==> src/rtl/fuse_pkg.sv <==
package fuse_pkg;
   typedef enum logic [1:0] {
      OP_KEYLOW = 2'd0,
      OP_UPPER  = 2'd1,
      OP_CTRL   = 2'd2,
      OP_BAD    = 2'd3
   } fuse_op_e;

   // control-field bit positions that the lock logic decodes
   localparam int B_PCYCLE  = 1;
   localparam int B_WRLOCK  = 2;
   localparam int B_KEYRD   = 3;
   localparam int B_USRRD   = 4;
   localparam int B_CTLWR   = 5;
   localparam int B_KEYBOOT = 8;
   localparam int B_JTAG    = 9;
   localparam int B_BBKEY   = 10;
   localparam int MIN_CTRL_W = B_BBKEY + 1;

   // layout of the shadow vector
   localparam int S_PCYCLE  = 0;
   localparam int S_WRLOCK  = 1;
   localparam int S_CTLWR   = 2;
   localparam int S_KEYBOOT = 3;
   localparam int S_JTAG    = 4;
   localparam int S_BBKEY   = 5;
   localparam int SNAP_W    = 6;
endpackage

==> src/rtl/fuse_store.sv <==
module fuse_store
   import fuse_pkg::*;
#(
   parameter int KEY_W  = 256,
   parameter int USER_W = 32,
   parameter int LOW_W  = 8,
   parameter int CTRL_W = 14
) (
   input  logic              clk,
   input  logic              blank_n,
   input  logic              commit,
   input  fuse_op_e          commit_op,
   input  logic [KEY_W-1:0]  set_key,
   input  logic [USER_W-1:0] set_user,
   input  logic [CTRL_W-1:0] set_ctrl,
   output logic [KEY_W-1:0]  key_q,
   output logic [USER_W-1:0] user_q,
   output logic [CTRL_W-1:0] ctrl_q
);
   always_ff @(posedge clk or negedge blank_n) begin
      if (!blank_n) begin
         key_q  <= '0;
         user_q <= '0;
         ctrl_q <= '0;
      end else if (commit) begin
         case (commit_op)
            OP_KEYLOW: begin
               key_q              <= key_q | set_key;
               user_q[LOW_W-1:0]  <= user_q[LOW_W-1:0] | set_user[LOW_W-1:0];
            end
            OP_UPPER:
               user_q[USER_W-1:LOW_W] <= user_q[USER_W-1:LOW_W] | set_user[USER_W-1:LOW_W];
            OP_CTRL:
               ctrl_q <= ctrl_q | set_ctrl;
            default: ;
         endcase
      end
   end

   AST_BITS_ONLY_SET: assert property (@(posedge clk) disable iff (!blank_n)
      ((key_q | $past(key_q)) == key_q) && ((user_q | $past(user_q)) == user_q) &&
      ((ctrl_q | $past(ctrl_q)) == ctrl_q));

   AST_IDLE_HOLD: assert property (@(posedge clk) disable iff (!blank_n)
      !commit |=> $stable({key_q, user_q, ctrl_q}));
endmodule

==> src/rtl/fuse_shadow.sv <==
module fuse_shadow #(
   parameter int SNAP_W = 6
) (
   input  logic              clk,
   input  logic              rst_n,
   input  logic [SNAP_W-1:0] live,
   output logic [SNAP_W-1:0] shadow,
   output logic              ready
);
   // locked by default until the first post-reset sample
   always_ff @(posedge clk or negedge rst_n) begin
      if (!rst_n) begin
         shadow <= '1;
         ready  <= 1'b0;
      end else if (!ready) begin
         shadow <= live;
         ready  <= 1'b1;
      end
   end

   AST_SHADOW_FROZEN: assert property (@(posedge clk) disable iff (!rst_n)
      ready |=> ready && $stable(shadow));
endmodule

==> src/rtl/fuse_prog_seq.sv <==
module fuse_prog_seq
   import fuse_pkg::*;
#(
   parameter int KEY_W       = 256,
   parameter int USER_W      = 32,
   parameter int CTRL_W      = 14,
   parameter int PROG_CYCLES = 4
) (
   input  logic              clk,
   input  logic              rst_n,
   input  logic              ready,
   input  logic              req,
   input  fuse_op_e          op,
   input  logic [KEY_W-1:0]  key,
   input  logic [USER_W-1:0] user,
   input  logic [CTRL_W-1:0] ctrl,
   input  logic              keyuser_lock,
   input  logic              ctrl_lock,
   output logic              busy,
   output logic              err,
   output logic              commit,
   output fuse_op_e          op_q,
   output logic [KEY_W-1:0]  key_q,
   output logic [USER_W-1:0] user_q,
   output logic [CTRL_W-1:0] ctrl_q
);
   localparam int CNT_W = (PROG_CYCLES > 1) ? $clog2(PROG_CYCLES) : 1;

   logic accept, legal, last;

   always_comb begin
      case (op)
         OP_KEYLOW, OP_UPPER: legal = !keyuser_lock;
         OP_CTRL:             legal = !ctrl_lock;
         default:             legal = 1'b0;
      endcase
   end

   assign accept = req && ready && !busy;
   assign commit = busy && last;

   generate
      if (PROG_CYCLES == 1) begin : g_single
         assign last = 1'b1;
      end else begin : g_count
         logic [CNT_W-1:0] cnt;
         always_ff @(posedge clk or negedge rst_n) begin
            if (!rst_n)                 cnt <= '0;
            else if (accept && legal)   cnt <= CNT_W'(PROG_CYCLES - 1);
            else if (busy && cnt != '0) cnt <= cnt - 1'b1;
         end
         assign last = (cnt == '0);
      end
   endgenerate

   always_ff @(posedge clk or negedge rst_n) begin
      if (!rst_n) begin
         busy   <= 1'b0;
         err    <= 1'b0;
         op_q   <= OP_BAD;
         key_q  <= '0;
         user_q <= '0;
         ctrl_q <= '0;
      end else begin
         err <= accept && !legal;
         if (accept && legal) begin
            busy   <= 1'b1;
            op_q   <= op;
            key_q  <= key;
            user_q <= user;
            ctrl_q <= ctrl;
         end else if (commit) begin
            busy <= 1'b0;
         end
      end
   end

   AST_BUSY_IGNORE: assert property (@(posedge clk) disable iff (!rst_n)
      (busy && !last && req) |=> busy && !err);

   AST_ERR_IDLE: assert property (@(posedge clk) disable iff (!rst_n)
      err |-> !busy);
endmodule

==> src/rtl/fuse_bank_ctrl.sv <==
module fuse_bank_ctrl
   import fuse_pkg::*;
#(
   parameter int KEY_W       = 256,
   parameter int USER_W      = 32,
   parameter int LOW_W       = 8,
   parameter int CTRL_W      = 14,
   parameter int PROG_CYCLES = 4
) (
   input  logic              clk,
   input  logic              blank_n,
   input  logic              rst_n,
   input  logic              prog_req,
   input  logic [1:0]        prog_sel,
   input  logic [KEY_W-1:0]  prog_key,
   input  logic [USER_W-1:0] prog_user,
   input  logic [CTRL_W-1:0] prog_ctrl,
   output logic              prog_busy,
   output logic              prog_err,
   input  logic [1:0]        rd_sel,
   output logic [KEY_W-1:0]  rd_data,
   output logic [USER_W-1:0] fab_user,
   output logic              cfg_pcycle,
   output logic              cfg_key_only_boot,
   output logic              cfg_jtag_off,
   output logic              cfg_bbkey_off
);
   generate
      if (USER_W <= LOW_W) begin : g_bad_low
         $error("USER_W must exceed LOW_W");
      end
      if (CTRL_W < MIN_CTRL_W) begin : g_bad_ctrl
         $error("CTRL_W too small for lock bits");
      end
      if (KEY_W < USER_W || KEY_W < CTRL_W) begin : g_bad_key
         $error("KEY_W must be the widest field");
      end
      if (PROG_CYCLES < 1) begin : g_bad_cyc
         $error("PROG_CYCLES must be at least 1");
      end
   endgenerate

   logic [KEY_W-1:0]  key_q,  set_key;
   logic [USER_W-1:0] user_q, set_user;
   logic [CTRL_W-1:0] ctrl_q, set_ctrl;
   logic [SNAP_W-1:0] snap_live, snap;
   logic              ready, commit;
   fuse_op_e          commit_op;
   logic              key_rd_lock, usr_rd_lock, ku_lock, c_lock;

   assign snap_live = {ctrl_q[B_BBKEY], ctrl_q[B_JTAG], ctrl_q[B_KEYBOOT],
                       ctrl_q[B_CTLWR], ctrl_q[B_WRLOCK], ctrl_q[B_PCYCLE]};

   // read locks act at once; write locks come from the reset-time copy
   assign key_rd_lock = ctrl_q[B_KEYRD];
   assign usr_rd_lock = ctrl_q[B_USRRD];
   assign ku_lock     = snap[S_WRLOCK] | key_rd_lock | usr_rd_lock;
   assign c_lock      = snap[S_CTLWR];

   fuse_store #(.KEY_W(KEY_W), .USER_W(USER_W), .LOW_W(LOW_W), .CTRL_W(CTRL_W)) u_store (
      .clk(clk), .blank_n(blank_n), .commit(commit), .commit_op(commit_op),
      .set_key(set_key), .set_user(set_user), .set_ctrl(set_ctrl),
      .key_q(key_q), .user_q(user_q), .ctrl_q(ctrl_q));

   fuse_shadow #(.SNAP_W(SNAP_W)) u_shadow (
      .clk(clk), .rst_n(rst_n), .live(snap_live), .shadow(snap), .ready(ready));

   fuse_prog_seq #(.KEY_W(KEY_W), .USER_W(USER_W), .CTRL_W(CTRL_W),
                   .PROG_CYCLES(PROG_CYCLES)) u_seq (
      .clk(clk), .rst_n(rst_n), .ready(ready), .req(prog_req),
      .op(fuse_op_e'(prog_sel)), .key(prog_key), .user(prog_user), .ctrl(prog_ctrl),
      .keyuser_lock(ku_lock), .ctrl_lock(c_lock),
      .busy(prog_busy), .err(prog_err), .commit(commit), .op_q(commit_op),
      .key_q(set_key), .user_q(set_user), .ctrl_q(set_ctrl));

   always_comb begin
      rd_data = '0;
      case (rd_sel)
         2'd0: rd_data = key_rd_lock ? {KEY_W{1'b1}} : key_q;
         2'd1: rd_data[USER_W-1:0] = usr_rd_lock ? {USER_W{1'b1}} : user_q;
         2'd2: rd_data[CTRL_W-1:0] = ctrl_q;
         default: ;
      endcase
   end

   assign fab_user          = user_q;
   assign cfg_pcycle        = snap[S_PCYCLE];
   assign cfg_key_only_boot = snap[S_KEYBOOT];
   assign cfg_jtag_off      = snap[S_JTAG];
   assign cfg_bbkey_off     = snap[S_BBKEY];

   AST_LOCKED_REFUSED: assert property (@(posedge clk) disable iff (!rst_n)
      (prog_req && ready && !prog_busy && prog_sel == 2'd2 && c_lock) |=>
      prog_err && !prog_busy);
endmodule

==> config.mk <==
export PLATFORM = sky130hd
export DESIGN_NAME = fuse_bank_ctrl
export DESIGN_NICKNAME = d
export VERILOG_FILES = /design/src/rtl/fuse_pkg.sv /design/src/rtl/fuse_store.sv /design/src/rtl/fuse_shadow.sv /design/src/rtl/fuse_prog_seq.sv /design/src/rtl/fuse_bank_ctrl.sv
export SDC_FILE = /design/constraint.sdc
export NUM_CORES = 1
export LEC_CHECK = 0
export ABC_CLOCK_PERIOD_IN_PS = 4700
export BUFFER_PORTS_ARGS = -buffer_cell sky130_fd_sc_hd__buf_2
export CAP_MARGIN = 20
export CORE_MARGIN = 2
export CORE_UTILIZATION = 44
export DETAILED_ROUTE_END_ITERATION = 8
export PLACE_DENSITY = 0.68
export SETUP_SLACK_MARGIN = 0.05
export SLEW_MARGIN = 20
export SYNTH_ARGS = -nofsm -noshare
export SYNTH_HDL_FRONTEND = slang
export SYNTH_SLANG_ARGS = --single-unit
==> constraint.sdc <==
create_clock -name clk -period 4.7 [get_ports clk]
set_input_delay 0.235 -clock clk [delete_from_list [all_inputs] [get_ports clk]]
set_output_delay 0.235 -clock clk [all_outputs]
set_load 0.1 [all_outputs]
==> summary.txt, run 1 <==
Critical path
  • RR Endpoint: u_seq.key_q[30]
  • Critical Path Source Type: flop
  • CP endpoint kind: output pin
  • Max FO, Critical Path: 30
  • Slowest stage cell on the critical path: or2_2
  • Worst path max stage delay: 570 ps
  • Critical path data arrival time: 2770 ps
  • Worst setup path class: reg2out
  • Setup slack, reg-to-reg: 2000 ps
  • FF-to-FF path depth: 5
  • CP Cell Sequence: or2_2 > o22ai_1 > o21ai_0 > buf_2
  • Worst r2r src: u_shadow.shadow[1]
  • Worst Path Required: 4470 ps

Die
  • Row count: 87
  • Core Footprint: 0.0562 mm2
  • Die Area: 0.0586 mm2
  • Io pins: 604
  • Die width: 242 um
  • Die Ht: 242 um
  • Initial Util: 0.444

Layout
  • Final nets: 3,093
  • Final Instance Count excl. Fillers: 3,599
  • Layout cells sized above 1: 0.374
  • Fillers: 4,267
  • Area Growth Syn to Fin: 36.0%

Clocking
  • CTS tree: built
  • H-tree levels: 3
  • CTS hold repair buffers: 307
  • CTS Sinks: 617
  • # Post-CTS Setup Buffers: 0
  • CTS Buf Count: 66
  • CTS resizes: 0
  • Clk root buf: clkbuf_16
  • Skew-Pair Late Insertion Delay: 600 ps
  • Reg clk slew, reported paths: 60 ps
  • Max Buffers Root-to-Sink: 3

Placed design
  • Port Buffers: 603
  • Placed insts: 3,163
  • Post-detail-place hpwl: 43,200 um
  • GPL Wtd Cong: 0.875

Synthesis
  • Seq cells post-synth: 617
  • Yosys warns: 0
  • Syn Area/Cell: 13.1 um2
  • Synth Cell Area: 0.0249 mm2
  • Post-Synthesis Cells: 1,906
  • Yosys cell types: 28
  • Post-synthesis sequential area ratio: 0.620
  • Synth Net Count: 2,217

STA
  • Final Cycle Share: 0.640
  • Final Max Slew Viols: 0
  • Final setup viols: 0
  • RSZ-0062 raised after global routing: no
  • Worst-Margin Slew: 988 ps
  • Slew HR: 0.341
  • Clock skew: 21.5 ps
  • Total negative slack: 0 ps
  • Final Hold Vio Count: 0
  • Fmax: 332 MHz
  • Final period demand of the worst path: 3010 ps

Detailed routing
  • Initial drt markers: 1,033
  • Wire per inst: 19.6 um
  • TritonRoute pass-1 iters: 5
  • WL final: 70,400 um
  • Total number of vias: 18,500
  • Final ANT Viol Nets: 0
  • Vias per cell: 5.15
  • DRC: 0

Global route
  • First-pass GRT wire length: 112,000 um
  • Vias in the first global route: 20,100
  • Initial antenna violation count: 9
  • Tot GR Track Use: 0.238
  • Grt total ovfl: 0
  • Largest net degree at the start of global routing: 151

Status
  • Status: completed

Power
  • Pwr Density: 744 mW/mm2
  • IR drop worst, VDD: 0.000650 V
  • Leakage: 18.9 nW

Job
  • Max-Cap Viols: 0

Worst hold path
  • Worst hold path class: in2async
==> power by group <==
part           total (mW)  switching, mW  internal [mW]
logic                10.4           6.87           3.52
registers            9.49           1.61           7.89
clock network        5.35           2.16           3.18
total                25.2           10.6           14.6
==> cell type report <==
| type | instances | area [um2] | share of cell area |
|---|---|---|---|
| Multi-Input combinational cell | 1158 | 8820 | 0.260 |
| Antenna cell | 10 | 25.0 | 0.000738 |
| Inverter | 4 | 15.0 | 0.000443 |
| Clock inverter | 27 | 344 | 0.0101 |
| Sequential cell | 617 | 15500 | 0.456 |
| Clock buffer | 92 | 1900 | 0.0561 |
| Tap cell | 756 | 946 | 0.0279 |
| Timing Repair Buffer | 935 | 6410 | 0.189 |
==> sequential cells by signal, indices dropped and copies added (netlist names) <==
signal / count
u_store.ctrl_q: 14
u_seq.g_count.cnt: 2
u_seq.err: 1
u_shadow.shadow: 6
u_seq.ctrl_q: 14
u_shadow.ready: 1
u_seq.user_q: 32
u_store.key_q: 256
u_seq.key_q: 256
u_seq.busy: 1
u_seq.op_q: 2
u_store.user_q: 32
==> cell usage in the layout (no fill, tap or decap), types with 2 or more instances in the layout <==
cell type / instances
clkbuf_16: 68
o21ai_0: 12
nor2_1: 466
clkbuf_1: 13
mux2_2: 91
inv_1: 4
dfrtp_1: 608
a21o_1: 302
diode_2: 10
inv_6: 3
mux2_4: 219
clkinv_2: 13
buf_12: 9
buf_8: 2
bufinv_16: 6
clkinv_8: 4
nand2b_1: 3
buf_4: 16
dlygate4sd3_1: 307
nand2_1: 16
nor3b_1: 2
dfstp_2: 8
o22ai_1: 32
clkbuf_8: 11
buf_2: 601
==> worst max-delay path, delay by kind of cell, from the launching register on <==
family	cells	cell delay, ps
and+or+nand+nor	1	570
AOI/OAI and AO/OA	2	630
buffers and inverters	1	510
DFF	1	460
==> worst max-delay path by stage <==
stage                         to  cells after the start         startpoint  slack [ps]
global route        rd_data[112]                      4  u_store.ctrl_q[3]        1600
finish                rd_data[2]                      4  u_store.ctrl_q[3]        1690
global placement    rd_data[119]                      5          rd_sel[1]        1880
CTS                   rd_data[2]                      4  u_store.ctrl_q[3]        1700
floorplan             rd_data[0]                      2  u_store.user_q[0]        1220
detailed placement  rd_data[148]                      5          rd_sel[1]        1870
==> per-stage QoR <==
step	util	area (um2)	power [mW]	hold slack [ps]	setup WS (ps)
2_1_floorplan	-	24900	17.5	-60.6	1220
3_3_place_gp	0.509	28600	19.3	160	1880
3_5_place_dp	0.509	28600	19.6	164	1870
4_1_cts	0.603	33900	25.3	104	1700
5_1_grt	0.604	33900	26.4	148	1600
6_report	0.604	33900	25.2	133	1690
==> synth_stat cells <==
cell,instances,area [um2]
nand3_1,1,5.00
inv_1,4,15.0
nor2b_1,1,6.26
nand2_1,16,60.1
conb_1,1,3.75
nor2_1,466,1750
a21oi_1,1,5.00
nand2b_1,3,18.8
mux2_4,219,3290
a21o_1,302,2270
nor4_2,1,12.5
o211ai_1,1,7.51
o32ai_1,1,8.76
buf_1,8,30.0
dfrtp_1,609,15200
dfstp_2,8,210
or2_2,2,12.5
o22ai_1,32,200
buf_2,8,40.0
xnor2_1,1,8.76
o21ai_0,12,60.1
ha_1,1,12.5
clkbuf_1,85,319
buf_6,26,293
o2111ai_1,1,8.76
mux2_2,91,1020
nor3b_1,3,22.5
nor3_1,2,10.0
==> cell families after synthesis <==
group                    Yosys count  synth area share
AND/OR/NAND/NOR                  495            0.0761
multiplexers                     310             0.173
XOR/XNOR                           1          0.000351
flip-flops                       617             0.620
other                              1          0.000150
buffers and inverters            131            0.0279
AO/OA/AOI/OAI                    350             0.103
adder cells (fa/ha/maj)            1          0.000502
==> routing by layer <==
metal	track usage	up-vias	share of wire
li1	-	8185	-
met1	0.311	9405	0.42
met2	0.386	766	0.48
met3	0.0450	193	0.056
met4	0.113	0	0.044
met5	0	-	0
(Power assumes the default switching activity.)
==> run 2: changes to the inputs <==
--- a/config.mk
+++ b/config.mk
@@ -5,13 +5,13 @@
 export SDC_FILE = /design/constraint.sdc
 export NUM_CORES = 1
 export LEC_CHECK = 0
-export ABC_CLOCK_PERIOD_IN_PS = 4700
+export ABC_CLOCK_PERIOD_IN_PS = 2400
 export BUFFER_PORTS_ARGS = -buffer_cell sky130_fd_sc_hd__buf_2
 export CAP_MARGIN = 20
 export CORE_MARGIN = 2
 export CORE_UTILIZATION = 44
 export DETAILED_ROUTE_END_ITERATION = 8
-export PLACE_DENSITY = 0.68
+export PLACE_DENSITY = 0.7
 export SETUP_SLACK_MARGIN = 0.05
 export SLEW_MARGIN = 20
 export SYNTH_ARGS = -nofsm -noshare
==> constraint.sdc (replaced) <==
create_clock -name clk -period 2.4 [get_ports clk]
set_input_delay 0.12 -clock clk [delete_from_list [all_inputs] [get_ports clk]]
set_output_delay 0.12 -clock clk [all_outputs]
set_load 0.1 [all_outputs]
==> run 2 against run 1 <==
  * Routed wire length is 8.6% higher
  * First-iteration DRC count is 11% higher
  * Critical path depth stayed put
  * Clock skew is 3.9 ps higher
  * Largest power group unchanged
  * Final area is 6.3% higher
  * Non-clock buffer count is 37 higher
  * Sequential power is 98% higher
==> summary.txt, run 2 (synthesis results as in run 1) <==
Die
  • Core Footprint: 0.0562 mm2 (unchanged)
  • Io pins: 604 (unchanged)
  • Row count: 87 (unchanged)
  • Initial Util: 0.444 (unchanged)
  • Die width: 242 um (unchanged)
  • Die Area: 0.0586 mm2 (unchanged)
  • Die Ht: 242 um (unchanged)

Power
  • Comb pwr share: 0.431 (was 0.412)
  • IR drop worst, VDD: 0.00132 V (was 0.000650 V)
  • P_sw: 21.8 mW (was 10.6 mW)
  • Reg power frac: 0.363 (was 0.376)
  • Switching share of power: 0.421 (was 0.422)
  • Internal: 30.0 mW (was 14.6 mW)
  • Leakage: 19.2 nW (was 18.9 nW)
  • Clock Power Share: 0.206 (was 0.212)
  • Pwr Density: 1440 mW/mm2 (was 744 mW/mm2)

STA
  • Worst Hold Slack: 92.4 ps (was 133 ps)
  • RSZ-0062 raised after global routing: yes (was no)
  • Fmax: 426 MHz
  • Final setup viols: 0 (unchanged)
  • Final period demand of the worst path: 2350 ps
  • Final Cycle Share: 0.978
  • Final Hold Vio Count: 0 (unchanged)
  • Final worst slack: 53.0 ps (was 1690 ps)
  • Worst-Margin Slew: 917 ps (was 988 ps)
  • Final Max Slew Viols: 0 (unchanged)
  • Slew HR: 0.389 (was 0.341)
  • Clock skew: 25.4 ps (was 21.5 ps)

Placed design
  • GPL Wtd Cong: 0.853 (was 0.875)
  • Port Buffers: 603 (unchanged)
  • Placed instance area: 0.0302 mm2 (was 0.0286 mm2)
  • DP Worst Slack: 281 ps (was 1870 ps)
  • Post-detail-place hpwl: 47,000 um (was 43,200 um)

Detailed routing
  • Total number of vias: 19,000 (was 18,500)
  • TritonRoute pass-1 iters: 5 (unchanged)
  • Vias per cell: 5.23 (was 5.15)
  • Wire per inst: 21.1 um (was 19.6 um)
  • Final ANT Viol Nets: 0 (unchanged)
  • WL final: 76,500 um (was 70,400 um)
  • DRC: 0 (unchanged)
  • Initial drt markers: 1,148 (was 1,033)

Global route
  • Largest net degree at the start of global routing: 99 (was 151)
  • Grt total ovfl: 0 (unchanged)
  • Vias in the first global route: 21,000 (was 20,100)
  • Initial antenna violation count: 6 (was 9)
  • First-pass GRT wire length: 121,000 um (was 112,000 um)
  • Tot GR Track Use: 0.260 (was 0.238)

Layout
  • Most common cell after layout, fill and taps aside: dfrtp_1 (unchanged)
  • Post-route cell area: 0.0361 mm2 (was 0.0339 mm2)
  • Fillers: 3,882 (was 4,267)
  • Area Growth Syn to Fin: 44.6% (was 36.0%)
  • Most frequent cells in the layout: 608 x dfrtp_1, 381 x buf_2, 307 x dlygate4sd3_1, 302 x a21o_1, 237 x nor2_2 (was 608 x dfrtp_1, 601 x buf_2, 466 x nor2_1, 307 x dlygate4sd3_1, 302 x a21o_1)
  • Layout cells sized above 1: 0.469 (was 0.374)
  • Finished Core Util: 0.642 (was 0.604)
  • Final nets: 3,130 (was 3,093)
  • Largest regs: u_seq.key_q: 256 flops, u_store.key_q: 256 flops (unchanged)

Worst hold path
  • Worst hold path class: in2async (unchanged)

Clocking
  • # Post-CTS Setup Buffers: 0 (unchanged)
  • CTS Sinks: 617 (unchanged)
  • Clk root buf: clkbuf_16 (unchanged)
  • Max Buffers Root-to-Sink: 3 (unchanged)
  • CTS Buf Count: 66 (unchanged)
  • Reg clk slew, reported paths: 60 ps (about the same)
  • Skew-Pair Late Insertion Delay: 600 ps (about the same)
  • CTS tree: built (unchanged)
  • H-tree levels: 3 (unchanged)

Critical path
  • Worst Path Buf+Inv: 1 (unchanged)
  • CP Cell Sequence: or2_4 > o22ai_1 > o21ai_2 > buf_12 (was or2_2 > o22ai_1 > o21ai_0 > buf_2)
  • CP delay by family, top: flip-flops (was compound AO/OA/AOI/OAI gates)
  • Critical path data arrival time: 2230 ps (was 2770 ps)
  • Setup slack, reg-to-reg: 210 ps (was 2000 ps)
  • Worst path max stage delay: 510 ps (was 570 ps)
  • Critical Path Source Type: flop (unchanged)
  • Worst setup path class: reg2out (unchanged)
  • Worst Path Required: 2280 ps (was 4470 ps)
  • Slowest stage cell on the critical path: dfrtp_4 (was or2_2)
  • Max FO, Critical Path: 30 (unchanged)
  • CP endpoint kind: output pin (unchanged)

Status
  • Status: completed (unchanged)

Job
  • Max-Cap Viols: 0 (unchanged)
-- run 2: cell count changes in the layout (fill, tap and decap cells not counted), moves of 31 or more --
cell      change
nor2_1      -237
buf_12       +46
buf_4       +178
buf_2       -220
nor2_2      +237
clkbuf_4     +31
-- run 2: path summary, 6_finish.rpt --
| path | startpoint | end | cells after the start |
|---|---|---|---|
| max in group asynchronous | rst_n | u_shadow.shadow[5] | 3 |
| max | u_store.ctrl_q[3] | rd_data[2] | 4 |
| min reg2reg | u_store.key_q[126] | u_store.key_q[126] | 1 |
| min in group clk | prog_key[34] | u_seq.key_q[34] | 3 |
| max reg2reg | u_store.ctrl_q[3] | u_seq.key_q[135] | 5 |
| min | blank_n | u_store.user_q[21] | 2 |
-- run 2: power by group through the flow --
stage,Clock [mW],Combinational [mW],Sequential (mW)
after detailed placement,0,21.3,18.7
final,10.7,22.4,18.8
after floorplan,0,15.3,19.6
after CTS,10.8,22.2,18.6
after global placement,0,20.8,18.5
after global routing,11.3,23.4,19.3
-- run 2: metal layers --
layer | track usage | vias to the layer above | wire, um
met2 | 0.435 | 785 | 37800
met5 | 0 | - | 0
li1 | - | 8264 | -
met3 | 0.0541 | 191 | 4350
met1 | 0.327 | 9713 | 31100
met4 | 0.115 | 0 | 3200
-- run 2: area by class of cell --
type	count	area (um2)	area share
antenna	6	15.0	0.000416
clock buffer	94	1920	0.0532
clock inverter	20	354	0.00982
inverter	4	15.0	0.000416
multi-input combinational	1158	9500	0.263
sequential	617	15500	0.429
tap	756	946	0.0262
timing repair buffer	972	7860	0.218
-- run 2: metrics by stage --
step                      power [mW]  std cells  setup TNS, ps
after floorplan                 34.8       1906           -214
after global placement          39.3       3199              0
after detailed placement        39.9       3199              0
after CTS                       51.6       3621              0
after global routing            54.0       3627          -85.6
final                           51.8       3627              0
-- run 2: repair_timing --
item	in CTS	in global routing
endpoints found under the hold margin	625	0
setup endpoints to repair	167	58
hold buffers	307	0
resized for setup	162	32
cloned	1	0
pin swaps	3	2
